===== src/rtl/ptw_pkg.sv =====
package ptw_pkg;

  typedef enum logic [1:0] {
    ACC_READ  = 2'd0,
    ACC_WRITE = 2'd1,
    ACC_FETCH = 2'd2,
    ACC_RSVD  = 2'd3
  } access_e;

  typedef enum logic [1:0] {
    FLT_NONE   = 2'd0,
    FLT_ABSENT = 2'd1,
    FLT_PROT   = 2'd2,
    FLT_RSVD   = 2'd3
  } fault_e;

  typedef enum logic [1:0] {
    RGT_RDONLY = 2'd0,
    RGT_RDWR   = 2'd1,
    RGT_EXEC   = 2'd2,
    RGT_NONE   = 2'd3
  } rights_e;

  typedef enum logic [1:0] {
    ST_IDLE  = 2'd0,
    ST_ISSUE = 2'd1,
    ST_WAIT  = 2'd2
  } walk_state_e;

  function automatic logic rights_permit(rights_e r, access_e a);
    logic ok;
    case (r)
      RGT_RDONLY: ok = (a == ACC_READ);
      RGT_RDWR:   ok = (a == ACC_READ) || (a == ACC_WRITE);
      RGT_EXEC:   ok = (a == ACC_READ) || (a == ACC_FETCH);
      default:    ok = 1'b0;
    endcase
    return ok;
  endfunction

endpackage


===== src/rtl/ptw_rst_sync.sv =====
module ptw_rst_sync (
  input  logic clk,
  input  logic rst_n,
  output logic rst_sync_n
);

  logic stage1_q;
  logic stage2_q;

  always_ff @(posedge clk or negedge rst_n) begin
    if (!rst_n) begin
      stage1_q <= 1'b0;
      stage2_q <= 1'b0;
    end else begin
      stage1_q <= 1'b1;
      stage2_q <= stage1_q;
    end
  end

  assign rst_sync_n = stage2_q;

endmodule


===== src/rtl/ptw_base_reg.sv =====
module ptw_base_reg #(
  parameter int unsigned PA_W = 32
) (
  input  logic            clk,
  input  logic            rst_n,
  input  logic            wr_en,
  input  logic [PA_W-1:0] wr_data,
  input  logic            walk_busy,
  output logic [PA_W-1:0] base_q
);

  logic            load_en;
  logic [PA_W-1:0] base_d;

  // A write only lands while no walk is using the base.
  always_comb begin
    load_en = wr_en && !walk_busy;
    base_d  = base_q;
    if (load_en) begin
      base_d = wr_data;
    end
  end

  always_ff @(posedge clk or negedge rst_n) begin
    if (!rst_n) begin
      base_q <= '0;
    end else begin
      base_q <= base_d;
    end
  end

  // the base stays frozen across every cycle of a walk
  assert_base_frozen_R8: assert property (@(posedge clk) disable iff (!rst_n)
    walk_busy |=> (base_q == $past(base_q)));

endmodule


===== src/rtl/ptw_pte_decode.sv =====
module ptw_pte_decode
  import ptw_pkg::*;
#(
  parameter int unsigned PTE_W = 32,
  parameter int unsigned PPN_W = 22
) (
  input  logic [PTE_W-1:0] pte,
  input  access_e          access,
  output fault_e           fault,
  output logic [PPN_W-1:0] ppn
);

  localparam int unsigned PRESENT_BIT = PTE_W - 1;
  localparam int unsigned RGT_HI      = PTE_W - 2;
  localparam int unsigned RGT_LO      = PTE_W - 3;
  localparam int unsigned RSVD_W      = RGT_LO - PPN_W;

  logic    present;
  rights_e rights;
  logic    permit;
  logic    unused_rsvd;

  assign present     = pte[PRESENT_BIT];
  assign rights      = rights_e'(pte[RGT_HI:RGT_LO]);
  assign ppn         = pte[PPN_W-1:0];
  assign unused_rsvd = ^pte[RGT_LO-1 -: RSVD_W];

  always_comb begin
    permit = rights_permit(rights, access);
    if (!present) begin
      fault = FLT_ABSENT;
    end else if (!permit) begin
      fault = FLT_PROT;
    end else begin
      fault = FLT_NONE;
    end
  end

  initial begin
    assert_layout_fits_R7: assert (PPN_W + 3 < PTE_W)
      else $error("entry layout does not fit");
  end

endmodule


===== src/rtl/ptw_ctrl.sv =====
module ptw_ctrl
  import ptw_pkg::*;
#(
  parameter int unsigned VA_W  = 32,
  parameter int unsigned PA_W  = 32,
  parameter int unsigned OFF_W = 10
) (
  input  logic                  clk,
  input  logic                  rst_n,
  input  logic                  req_valid,
  input  logic [VA_W-1:0]       req_vaddr,
  input  access_e               req_access,
  input  logic                  mem_req_ready,
  input  logic                  mem_rsp_valid,
  input  fault_e                dec_fault,
  input  logic [PA_W-OFF_W-1:0] dec_ppn,
  output logic                  busy,
  output logic                  mem_req_valid,
  output logic [VA_W-OFF_W-1:0] vpn_q,
  output access_e               access_q,
  output logic                  done,
  output fault_e                fault,
  output logic [PA_W-1:0]       paddr
);

  localparam int unsigned VPN_W = VA_W - OFF_W;

  walk_state_e       state_q, state_d;
  logic              accept;
  logic              rsp_take;
  logic [OFF_W-1:0]  off_q;
  logic              done_q, done_d;
  fault_e            fault_q, fault_d;
  logic [PA_W-1:0]   paddr_q, paddr_d;

  assign accept   = (state_q == ST_IDLE) && req_valid;
  assign rsp_take = (state_q == ST_WAIT) && mem_rsp_valid;

  always_comb begin
    state_d = state_q;
    case (state_q)
      ST_IDLE:  if (req_valid)     state_d = ST_ISSUE;
      ST_ISSUE: if (mem_req_ready) state_d = ST_WAIT;
      ST_WAIT:  if (mem_rsp_valid) state_d = ST_IDLE;
      default:                     state_d = ST_IDLE;
    endcase
  end

  always_comb begin
    done_d  = rsp_take;
    fault_d = fault_q;
    paddr_d = paddr_q;
    if (rsp_take) begin
      fault_d = dec_fault;
      paddr_d = (dec_fault == FLT_NONE) ? {dec_ppn, off_q} : '0;
    end
  end

  always_ff @(posedge clk or negedge rst_n) begin
    if (!rst_n) begin
      state_q <= ST_IDLE;
      done_q  <= 1'b0;
      fault_q <= FLT_NONE;
      paddr_q <= '0;
    end else begin
      state_q <= state_d;
      done_q  <= done_d;
      fault_q <= fault_d;
      paddr_q <= paddr_d;
    end
  end

  // Request fields: captured on acceptance only, no reset needed.
  always_ff @(posedge clk) begin
    if (accept) begin
      vpn_q    <= req_vaddr[VA_W-1:OFF_W];
      off_q    <= req_vaddr[OFF_W-1:0];
      access_q <= req_access;
    end
  end

  assign busy          = (state_q != ST_IDLE);
  assign mem_req_valid = (state_q == ST_ISSUE);
  assign done          = done_q;
  assign fault         = fault_q;
  assign paddr         = paddr_q;

  // an unanswered read keeps its request and page index
  assert_req_hold_R2: assert property (@(posedge clk) disable iff (!rst_n)
    (mem_req_valid && !mem_req_ready) |=> (mem_req_valid && $stable(vpn_q)));

  // one handshake ends the read phase
  assert_one_read_R9: assert property (@(posedge clk) disable iff (!rst_n)
    (mem_req_valid && mem_req_ready) |=> !mem_req_valid);

  // completion lasts one cycle and never overlaps a walk
  assert_done_pulse_R4: assert property (@(posedge clk) disable iff (!rst_n)
    done |=> !done);

  assert_done_idle_R4: assert property (@(posedge clk) disable iff (!rst_n)
    done |-> !busy);

  // a request during a walk does not restart the read
  assert_no_restart_R3: assert property (@(posedge clk) disable iff (!rst_n)
    (busy && !mem_req_valid) |=> !mem_req_valid);

  // a faulting walk never exposes an address
  assert_fault_zero_R5: assert property (@(posedge clk) disable iff (!rst_n)
    (done && (fault != FLT_NONE)) |-> (paddr == '0));

  initial begin
    assert_widths_R2: assert (VPN_W > 0 && OFF_W > 0)
      else $error("bad address split");
  end

endmodule


===== src/rtl/ptw_walker.sv =====
module ptw_walker
  import ptw_pkg::*;
#(
  parameter int unsigned VA_W  = 32,
  parameter int unsigned PA_W  = 32,
  parameter int unsigned OFF_W = 10,
  parameter int unsigned PTE_W = 32
) (
  input  logic              clk,
  input  logic              rst_n,
  input  logic              base_we,
  input  logic [PA_W-1:0]   base_wdata,
  input  logic              req_valid,
  input  logic [VA_W-1:0]   req_vaddr,
  input  logic [1:0]        req_access,
  output logic              busy,
  output logic              done,
  output logic [1:0]        fault,
  output logic [PA_W-1:0]   paddr,
  output logic              mem_req_valid,
  output logic [PA_W-1:0]   mem_req_addr,
  input  logic              mem_req_ready,
  input  logic              mem_rsp_valid,
  input  logic [PTE_W-1:0]  mem_rsp_data
);

  localparam int unsigned VPN_W       = VA_W - OFF_W;
  localparam int unsigned PPN_W       = PA_W - OFF_W;
  localparam int unsigned ENTRY_SHIFT = $clog2(PTE_W / 8);
  localparam int unsigned IDX_W       = VPN_W + ENTRY_SHIFT;

  logic              rst_sync_n;
  logic [PA_W-1:0]   base_q;
  logic [VPN_W-1:0]  vpn_q;
  access_e           access_q;
  fault_e            dec_fault;
  logic [PPN_W-1:0]  dec_ppn;
  fault_e            fault_e_q;
  logic [IDX_W-1:0]  byte_index;

  ptw_rst_sync u_rst_sync (
    .clk        (clk),
    .rst_n      (rst_n),
    .rst_sync_n (rst_sync_n)
  );

  ptw_base_reg #(.PA_W(PA_W)) u_base (
    .clk       (clk),
    .rst_n     (rst_sync_n),
    .wr_en     (base_we),
    .wr_data   (base_wdata),
    .walk_busy (busy),
    .base_q    (base_q)
  );

  ptw_pte_decode #(.PTE_W(PTE_W), .PPN_W(PPN_W)) u_decode (
    .pte    (mem_rsp_data),
    .access (access_q),
    .fault  (dec_fault),
    .ppn    (dec_ppn)
  );

  ptw_ctrl #(.VA_W(VA_W), .PA_W(PA_W), .OFF_W(OFF_W)) u_ctrl (
    .clk           (clk),
    .rst_n         (rst_sync_n),
    .req_valid     (req_valid),
    .req_vaddr     (req_vaddr),
    .req_access    (access_e'(req_access)),
    .mem_req_ready (mem_req_ready),
    .mem_rsp_valid (mem_rsp_valid),
    .dec_fault     (dec_fault),
    .dec_ppn       (dec_ppn),
    .busy          (busy),
    .mem_req_valid (mem_req_valid),
    .vpn_q         (vpn_q),
    .access_q      (access_q),
    .done          (done),
    .fault         (fault_e_q),
    .paddr         (paddr)
  );

  // Entry address: base plus page number scaled by the entry size.
  assign byte_index   = {vpn_q, {ENTRY_SHIFT{1'b0}}};
  assign mem_req_addr = base_q + PA_W'(byte_index);
  assign fault        = fault_e_q;

  // the entry address cannot move while the read waits
  assert_addr_hold_R2: assert property (@(posedge clk) disable iff (!rst_sync_n)
    (mem_req_valid && !mem_req_ready) |=> $stable(mem_req_addr));

endmodule


===== config.mk =====
export PLATFORM = sky130hd
export DESIGN_NAME = ptw_walker
export DESIGN_NICKNAME = d
export VERILOG_FILES = /design/src/rtl/ptw_pkg.sv /design/src/rtl/ptw_rst_sync.sv /design/src/rtl/ptw_base_reg.sv /design/src/rtl/ptw_pte_decode.sv /design/src/rtl/ptw_ctrl.sv /design/src/rtl/ptw_walker.sv
export SDC_FILE = /design/constraint.sdc
export NUM_CORES = 1
export LEC_CHECK = 0
export ABC_AREA = 1
export BUFFER_PORTS_ARGS = -buffer_cell sky130_fd_sc_hd__buf_4
export CORE_ASPECT_RATIO = 1.25
export CORE_MARGIN = 2
export CORE_UTILIZATION = 43
export DETAILED_ROUTE_END_ITERATION = 16
export PLACE_DENSITY_LB_ADDON = 0.25
export RECOVER_POWER = 25
export SLEW_MARGIN = 15
export SYNTH_ARGS = -nofsm -noshare
export SYNTH_HDL_FRONTEND = slang
export SYNTH_HIERARCHICAL = 1
export SYNTH_SLANG_ARGS = --single-unit
export TNS_END_PERCENT = 20

===== constraint.sdc =====
create_clock -name clk -period 2.8 [get_ports clk]
set_clock_uncertainty 0.05 [all_clocks]
set_input_delay 0.56 -clock clk [delete_from_list [all_inputs] [get_ports clk]]
set_output_delay 0.56 -clock clk [all_outputs]
set_load 0.01 [all_outputs]

== Word-level counts from Yosys, hierarchy flattened ==
Index checks and enable logic that the tools add are counted.
Widths: inputs -> output; s select.
Word-level totals
  register bits: 105
  input bits: 104
  output and inout port bits: 69
  logic and storage cells: 40
Cells by class
  $add $sub $neg: 1
  equal/unequal tests: 9
  multiplexer cells: 8
  reduce and logical (&&, ||, !) cells: 12
Operator list (number)
  $add 32x24->32: 1
  $mux 32: 1
  $mux 2: 5
  $logic_not 2->1: 4
  $eq 2x1->1 const B: 3
  $eq 2x2->1 const B: 3
  $pmux 2 s3: 1
  $ne 2x2->1 const B: 2
  $logic_and 1x1->1: 3
  $pmux 1 s3: 1
  $reduce_and 3->1: 1
  $logic_or 1x1->1: 2
  $ne 2x1->1 const B: 1
  $reduce_bool 2->1: 1
  $logic_not 1->1: 1

== Longest topological paths before layout ==
Gate-level depths: netlist (run 1).
  word-level depth: 7
  depth in mapped cells: 12
  mapped depth without buffers: 12

== Cells and area by module ==
The synthesis (run 1) kept the hierarchy.
By module, submodules not included
  ptw_ctrl: times used 1, cells each 201, area each 2725.1 um^2, seq. area each 1946.9 um^2
  ptw_walker: times used 1, cells each 402, area each 2015.7 um^2, seq. area each 0.0 um^2
  ptw_base_reg: times used 1, cells each 140, area each 1370.1 um^2, seq. area each 800.8 um^2
  ptw_pte_decode: times used 1, cells each 37, area each 254.0 um^2, seq. area each 0.0 um^2
  ptw_rst_sync: times used 1, cells each 3, area each 53.8 um^2, seq. area each 50.0 um^2

== Least setup slack after synthesis (run 1) ==
No wires, ideal clock.
  kind: register to register
  start point: register u_ctrl.state_q[0]
  end point: register u_ctrl.access_q[0], enable pin
  setup time: 0.425 ns
  arrival: 2.131 ns
  required time: 2.325 ns
  setup slack: 0.194 ns
  stages on the path, launching flop included: 4
  buffers on the path: 0
  period minus slack after synthesis: 2.606 ns
  path through: dfrtp_1 > nor2_1 > inv_1 > nor2_1
Between the ends
  cells in the longest elaborated chain, start to end: 2
Ends and longest elaborated chain
  from (decl): line ptw_ctrl.sv:28  | walk_state_e state_q, state_d;
  from (signal assigned): line ptw_ctrl.sv:66  | state_q <= state_d;
  $logic_not 2->1: line ptw_ctrl.sv:36  | assign accept = (state_q == ST_IDLE) && req_valid;
  $logic_and 1x1->1: line ptw_ctrl.sv:36
  net u_ctrl.accept: line ptw_ctrl.sv:29  | logic accept;
  to (signal assigned): line ptw_ctrl.sv:78  | access_q <= req_access;
  to (decl): line ptw_ctrl.sv:20  | output access_e access_q,
The timed path passes the listed nets, and every way through them passes these cells.
A chain may end at the register's enable or synchronous reset.

== Worst setup path after layout (run 1) ==
  start point: register u_base.base_q[2]
  end point: output mem_req_addr[14]
Between the ends
  cells in the longest elaborated chain, start to end: 1
Ends and longest elaborated chain
  from (decl): line ptw_base_reg.sv:9  | output logic [PA_W-1:0] base_q
  from (signal assigned): line ptw_base_reg.sv:28  | base_q <= base_d;
  $add 32x24->32: line ptw_walker.sv:84  | assign mem_req_addr = base_q + PA_W'(byte_index);
  to (decl): line ptw_walker.sv:21  | output logic [PA_W-1:0] mem_req_addr,
No other way between the ends.

==> metrics.csv, run 1 <==
metric,value,unit
"top cells by area, synth","dfrtp_1, nand2_1, edfxtp_1",
DRC Markers,0,
Hold Crit Class,reg2reg,
via count,5258,
Synth Cell Area,6419,µm²
largest net degree at the start of global routing,38,
R2R depth,4,
Initial Util,44.36,%
CTS Root Cell,clkbuf_16,
Die W,113.3,µm
fin crit share,98.79,%
Critical Path RT,2.19,ns
Vias/cell,4.737,
min cycle time layout,2.766,ns
grt ovf,0,
gr usage total,18.95,%
Startpoint Class,flop,
max frequency,361.5,MHz
FF+latch area,2798,µm²
fin. max-slew vios,0,
post-route design area,8207,µm²
Area Growth Syn to Fin,27.86,%
CTS tree,built,
Routed WL per cell,13.50,µm
reg2reg start,u_ctrl/state_q[0],
CTS Buffer Depth,2,
first-pass GRT wire length,24.36,mm
power per cell area,1098,nW/µm²
final antenna-violating net count,0,
Worst-Margin Slew,1.414,ns
Final HPWL DP,11.64,mm
max-cap violation count,0,
hold wc startpoint,u_rst_sync/stage1_q,
final hold violation count,0,
yosys warns,6,
Avg Inst Size Synth,8.198,µm²
WP data arrival,2.16,ns
Clock transition at path regs,0.07,ns
outcome,"finished, final reports clean",
post-place instance area,7560,µm²
worst relative slew slack,5.760,%
Die Span Y,140.6,µm
Crit. End Element,primary output,
Crit Path Max Fanout,4,
"crit path setup slack, layout",0.03386,ns
Filler Cell Count,1359,
Routability Congestion,0.8978,
CTS buffer count,9,
IO Pins,173,
leakage power,4.194,nW
kind of critical path,reg2out,
hold endpoint,u_rst_sync/rst_sync_n,
sequential share of the synthesized area,43.59,%
core footprint,14470,µm²
fin util,56.72,%
R2R Setup Slk,1.15,ns
Buffers on Ports,165,
initial antenna violation count,0,
fraction of layout cells with a size suffix above 1,37.12,%
distinct cell type count after synthesis,34,
Cell Rows,49,
syn_nets,913,
RSZ-0062 raised after global routing,yes,
clk_lat worst skew,0.33,ns
Iteration-0 DRC Markers,169,
post-synth top area share,27.68,%
worst slack at placement,0.1517,ns
Synth area leader,dfrtp_1,
Hold Crit Depth,0,
DRT Pass-1 Iters,4,
CTS H-Tree Depth,3,
ant diodes,0,
Multi-input gate area,3174,µm²
CTS sink cnt,105,
VDD IR-drop max,0.3974,mV
Fin Setup TNS,0,ns
Syn Inst Count,783,
number of global-route vias before repair,5107,
Synth Register Bits,105,
Worst R2R End,u_ctrl/vpn_q[7],
routed wire length,14.99,mm
Final #Nets,1057,
number of setup violations in the final report,0,
DIE AREA,15930,µm²
==> how the worst max path moves through the flow <==
stage	from	end	slack [ns]	cells past startpoint
floorplan	u_ctrl/state_q[0]	u_ctrl/access_q[0]	0.19	3
global placement	u_base/base_q[2]	mem_req_addr[16]	0.21	12
detailed placement	u_base/base_q[2]	mem_req_addr[16]	0.15	12
CTS	u_ctrl/vpn_q[0]	mem_req_addr[24]	0.005	13
global route	u_base/base_q[23]	mem_req_addr[24]	-0.11	8
finish	u_base/base_q[2]	mem_req_addr[14]	0.03	11
==> routing by layer <==
metal,global-route usage (%),wire [µm]
met5,0,0
met4,6.739,263
met3,5.417,1041
met2,32.40,7542
met1,22.80,6138
==> per-stage QoR <==
stage	total power [W]	instances	hold WS, ns
3_5_place_dp	0.007353	1089	0.2947
5_1_grt	0.009753	1110	0.3252
4_1_cts	0.008695	1108	0.3127
2_1_floorplan	0.005615	783	0.2144
6_report	0.009010	1110	0.3058
3_3_place_gp	0.007307	1089	0.2892
==> cell usage after synthesis <==
| cell | number |
|---|---|
| buf_2 | 3 |
| o21bai_2 | 2 |
| nand3_1 | 59 |
| nand3_2 | 5 |
| buf_12 | 4 |
| nor2_2 | 9 |
| nand4_1 | 5 |
| ha_1 | 25 |
| xor2_1 | 12 |
| nor3_1 | 5 |
| clkbuf_8 | 3 |
| o21ai_1 | 2 |
| nor3_2 | 5 |
| inv_1 | 92 |
| o21ai_2 | 28 |
| buf_4 | 28 |
| buf_6 | 4 |
| o21bai_1 | 5 |
| edfxtp_1 | 34 |
| inv_4 | 1 |
| nand2_8 | 1 |
| inv_2 | 5 |
| nand3_4 | 1 |
| nand2_1 | 275 |
| a21oi_2 | 3 |
| o21ai_0 | 4 |
| nand2_2 | 43 |
| nor2_4 | 1 |
| dfrtp_1 | 71 |
| nor2_1 | 29 |
| fa_1 | 1 |
| a21oi_1 | 16 |
| conb_1 | 1 |
| xnor2_1 | 1 |
==> power breakdown <==
group          internal [W]  switching (W)  total (W)
logic               0.00226        0.00293    0.00520
registers           0.00214       0.000432    0.00257
clock network      0.000697       0.000549    0.00125
total               0.00509        0.00391    0.00901
==> critical path, cell delays in order (launching register included) <==
cell	delay (ns)
dfrtp_1	0.39
ha_4	0.15
inv_2	0.04
fa_2	0.37
inv_2	0.08
nand3_2	0.08
nand3_4	0.14
nand3_4	0.08
nand3_4	0.11
buf_6	0.11
xor2_1	0.13
buf_4	0.13
==> what timing repair did <==
action	4_1_cts	5_1_grt
buffers inserted	2	2
gates resized for setup	6	65
setup endpoints to repair	10	20
pin swaps	1	9
endpoints found under the hold margin	2	0
hold buffers	1	0
==> placed cells by master, fill, tap and decap left out, drive strengths merged, types with 12 or more instances in the layout <==
cell type	count
a21oi	19
buf	139
clkbuf	45
dfrtp	71
edfxtp	34
ha	25
inv	99
nand2	319
nand3	65
nor2	39
o21ai	34
xor2	12
==> state kept, by name, summed over array words and instances, names as in the netlist, 2 cells and up <==
signal,count
u_base/base_q,32
u_ctrl/access_q,2
u_ctrl/fault,2
u_ctrl/off_q,10
u_ctrl/paddr,32
u_ctrl/state_q,2
u_ctrl/vpn_q,22
==> area by class of cell <==
class,count,share of cell area [%]
clock inverters,6,0.8233
flip-flops and latches,105,34.09
clock buffers,10,2.790
inverters,98,4.513
multi-input cells,538,38.68
repair buffers,175,16.39
well taps,178,2.714
==> cells by family after synthesis <==
| family | synth area share, % |
|---|---|
| other cells | 0.05842 |
| buf+inv | 11.87 |
| fa+ha+maj | 5.185 |
| simple gates | 30.64 |
| flops | 43.59 |
| compound gates | 6.881 |
| xor+xnor | 1.774 |
Note: power is estimated with default switching activity, not from simulation.
==> inputs of run 2 (changes only) <==
--- a/config.mk
+++ b/config.mk
@@ -12,5 +12,5 @@
 export CORE_UTILIZATION = 43
 export DETAILED_ROUTE_END_ITERATION = 16
-export PLACE_DENSITY_LB_ADDON = 0.25
+export PLACE_DENSITY = 0.78
 export RECOVER_POWER = 25
 export SLEW_MARGIN = 15
==> constraint.sdc (replaced) <==
create_clock -name clk -period 2.8 [get_ports clk]
set_clock_uncertainty 0.05 [all_clocks]
set_input_delay 0.28 -clock clk [delete_from_list [all_inputs] [get_ports clk]]
set_output_delay 0.28 -clock clk [all_outputs]
set_load 0.01 [all_outputs]
==> run 2 against run 1 <==
Net effect: die area unchanged; hold slack got worse by 0.23 ns; utilization decreased by 2.4 points; combinational power decreased by 7.5%; critical path type unchanged.
==> metrics.csv, run 2 (same netlist as run 1, synthesis figures left out) <==
metric,value,unit
Final Non-Filler Cells,1106,
clk_lat worst skew,0.34,ns
fraction of layout cells with a size suffix above 1,31.36,%
power per cell area,1083,nW/µm²
ant diodes,0,
number of global-route vias before repair,5387,
combinational power share,56.5,%
"most common cell after layout, fill and taps aside",nand2_1,
Initial Util,44.36,%
min cycle time layout,2.617,ns
number of setup violations in the final report,0,
Hold Crit Class,in2reg,
Net Sw Frac,44.00,%
worst relative slew slack,6.810,%
Clock transition at path regs,0.07,ns
CTS buffer count,9,
Area Growth Syn to Fin,22.44,%
via count,5285,
largest net degree at the start of global routing,38,
Vias/cell,4.778,
CTS H-Tree Depth,3,
max-cap violation count,0,
VDD IR-drop max,0.4385,mV
CTS Buffer Depth,2,
final hold violation count,0,
DRT Pass-1 Iters,4,
IO Pins,173,
max frequency,382.2,MHz
DIE AREA,15930,µm²
WP data arrival,2.29,ns
Routability Congestion,0.8591,
initial antenna violation count,0,
kind of critical path,reg2out,
CTS tree,built,
Die W,113.3,µm
DRC Markers,0,
final antenna-violating net count,0,
Cell Rows,49,
NetSw,0.003744,W
fin util,54.32,%
Final #Nets,1053,
Critical Path RT,2.47,ns
most frequent cells in the layout,"nand2_1, buf_4, inv_1",
routed wire length,14.66,mm
Fin Setup TNS,0,ns
Cells after DPL,1089,
fin crit share,93.45,%
gr usage total,19.21,%
RSZ-0062 raised after global routing,no,
grt ovf,0,
core footprint,14470,µm²
Worst-Margin Slew,1.398,ns
Hold Crit Depth,1,
leakage power,4.134,nW
Pint,0.004766,W
fin. max-slew vios,0,
CTS Root Cell,clkbuf_16,
clock share of power,13.9,%
Iteration-0 DRC Markers,237,
Routed WL per cell,13.25,µm
Die Span Y,140.6,µm
Startpoint Class,flop,
Crit Path Max Fanout,4,
sequential power share,29.6,%
R2R depth,5,
Post-CTS Setup Inserts,0,
outcome,"finished, final reports clean",
CTS sink cnt,105,
Buffers on Ports,165,
Final HPWL DP,11.83,mm
Crit. End Element,primary output,
first-pass GRT wire length,24.67,mm
[run 2: path summary, 6_finish.rpt]
path	startpoint	to	slack, ns
worst max-delay path	u_base/base_q[2]	mem_req_addr[26]	0.18
worst min-delay path	req_vaddr[14]	u_ctrl/vpn_q[4]	0.08
worst max register to register	u_ctrl/state_q[0]	u_ctrl/paddr[31]	1.10
worst min register to register	u_rst_sync/stage1_q	u_rst_sync/rst_sync_n	0.31
max in group asynchronous	u_rst_sync/rst_sync_n	u_ctrl/paddr[4]	1.31
min in group asynchronous	rst_n	u_rst_sync/stage1_q	0.20
[run 2: power by group through the flow]
stage | clock network [W] | registers [W] | logic (W)
CTS | 0.00121 | 0.00252 | 0.00484
global placement | 0 | 0.00253 | 0.00476
floorplan | 0 | 0.00256 | 0.00306
global route | 0.00127 | 0.00259 | 0.00538
finish | 0.00118 | 0.00252 | 0.00481
detailed placement | 0 | 0.00255 | 0.00483
[run 2: layout make-up]
| class | instances | area (µm²) |
|---|---|---|
| tap | 178 | 222.7 |
| fill | 1380 | 6610 |
| timing repair buffer | 171 | 1308 |
| inverter | 98 | 370.4 |
| multi-input combinational | 538 | 2884 |
| clock inverter | 7 | 51.30 |
| sequential | 105 | 2798 |
| clock buffer | 9 | 225.2 |
[run 2: metal layers]
layer	part of all wire (%)	GRT usage, %	vias up
li1	-	-	2718
met1	39	21.62	2410
met2	52	34.98	136
met3	7.7	5.890	21
met4	1.7	5.327	0
met5	0	0	-
[run 2: worst max-delay path: stages, from the launching register on]
cell	delay (ns)
dfrtp_1	0.41
ha_4	0.17
inv_1	0.05
fa_1	0.41
inv_1	0.10
nand3_1	0.08
nand3_2	0.12
nand2_1	0.08
nand2_1	0.11
nand2_1	0.08
nand3_1	0.08
nand2_1	0.05
nand2_1	0.08
buf_4	0.13
[run 2: metrics by stage]
step | setup slack, ns | instance area (µm²) | hold slack [ns] | total power (W)
4_1_cts | 0.07442 | 7846 | 0.04358 | 0.008580
6_report | 0.1834 | 7859 | 0.07963 | 0.008511
3_3_place_gp | 0.4810 | 7560 | 0.01296 | 0.007292
5_1_grt | 0.01787 | 7859 | 0.06827 | 0.009245
2_1_floorplan | 0.1935 | 6419 | -0.06559 | 0.005615
3_5_place_dp | 0.4613 | 7560 | 0.01571 | 0.007380
[run 2: timing repair]
action	CTS	global route
endpoints found under the setup margin	0	7
resized for setup	0	3
endpoints found under the hold margin	2	0
hold buffers	1	0
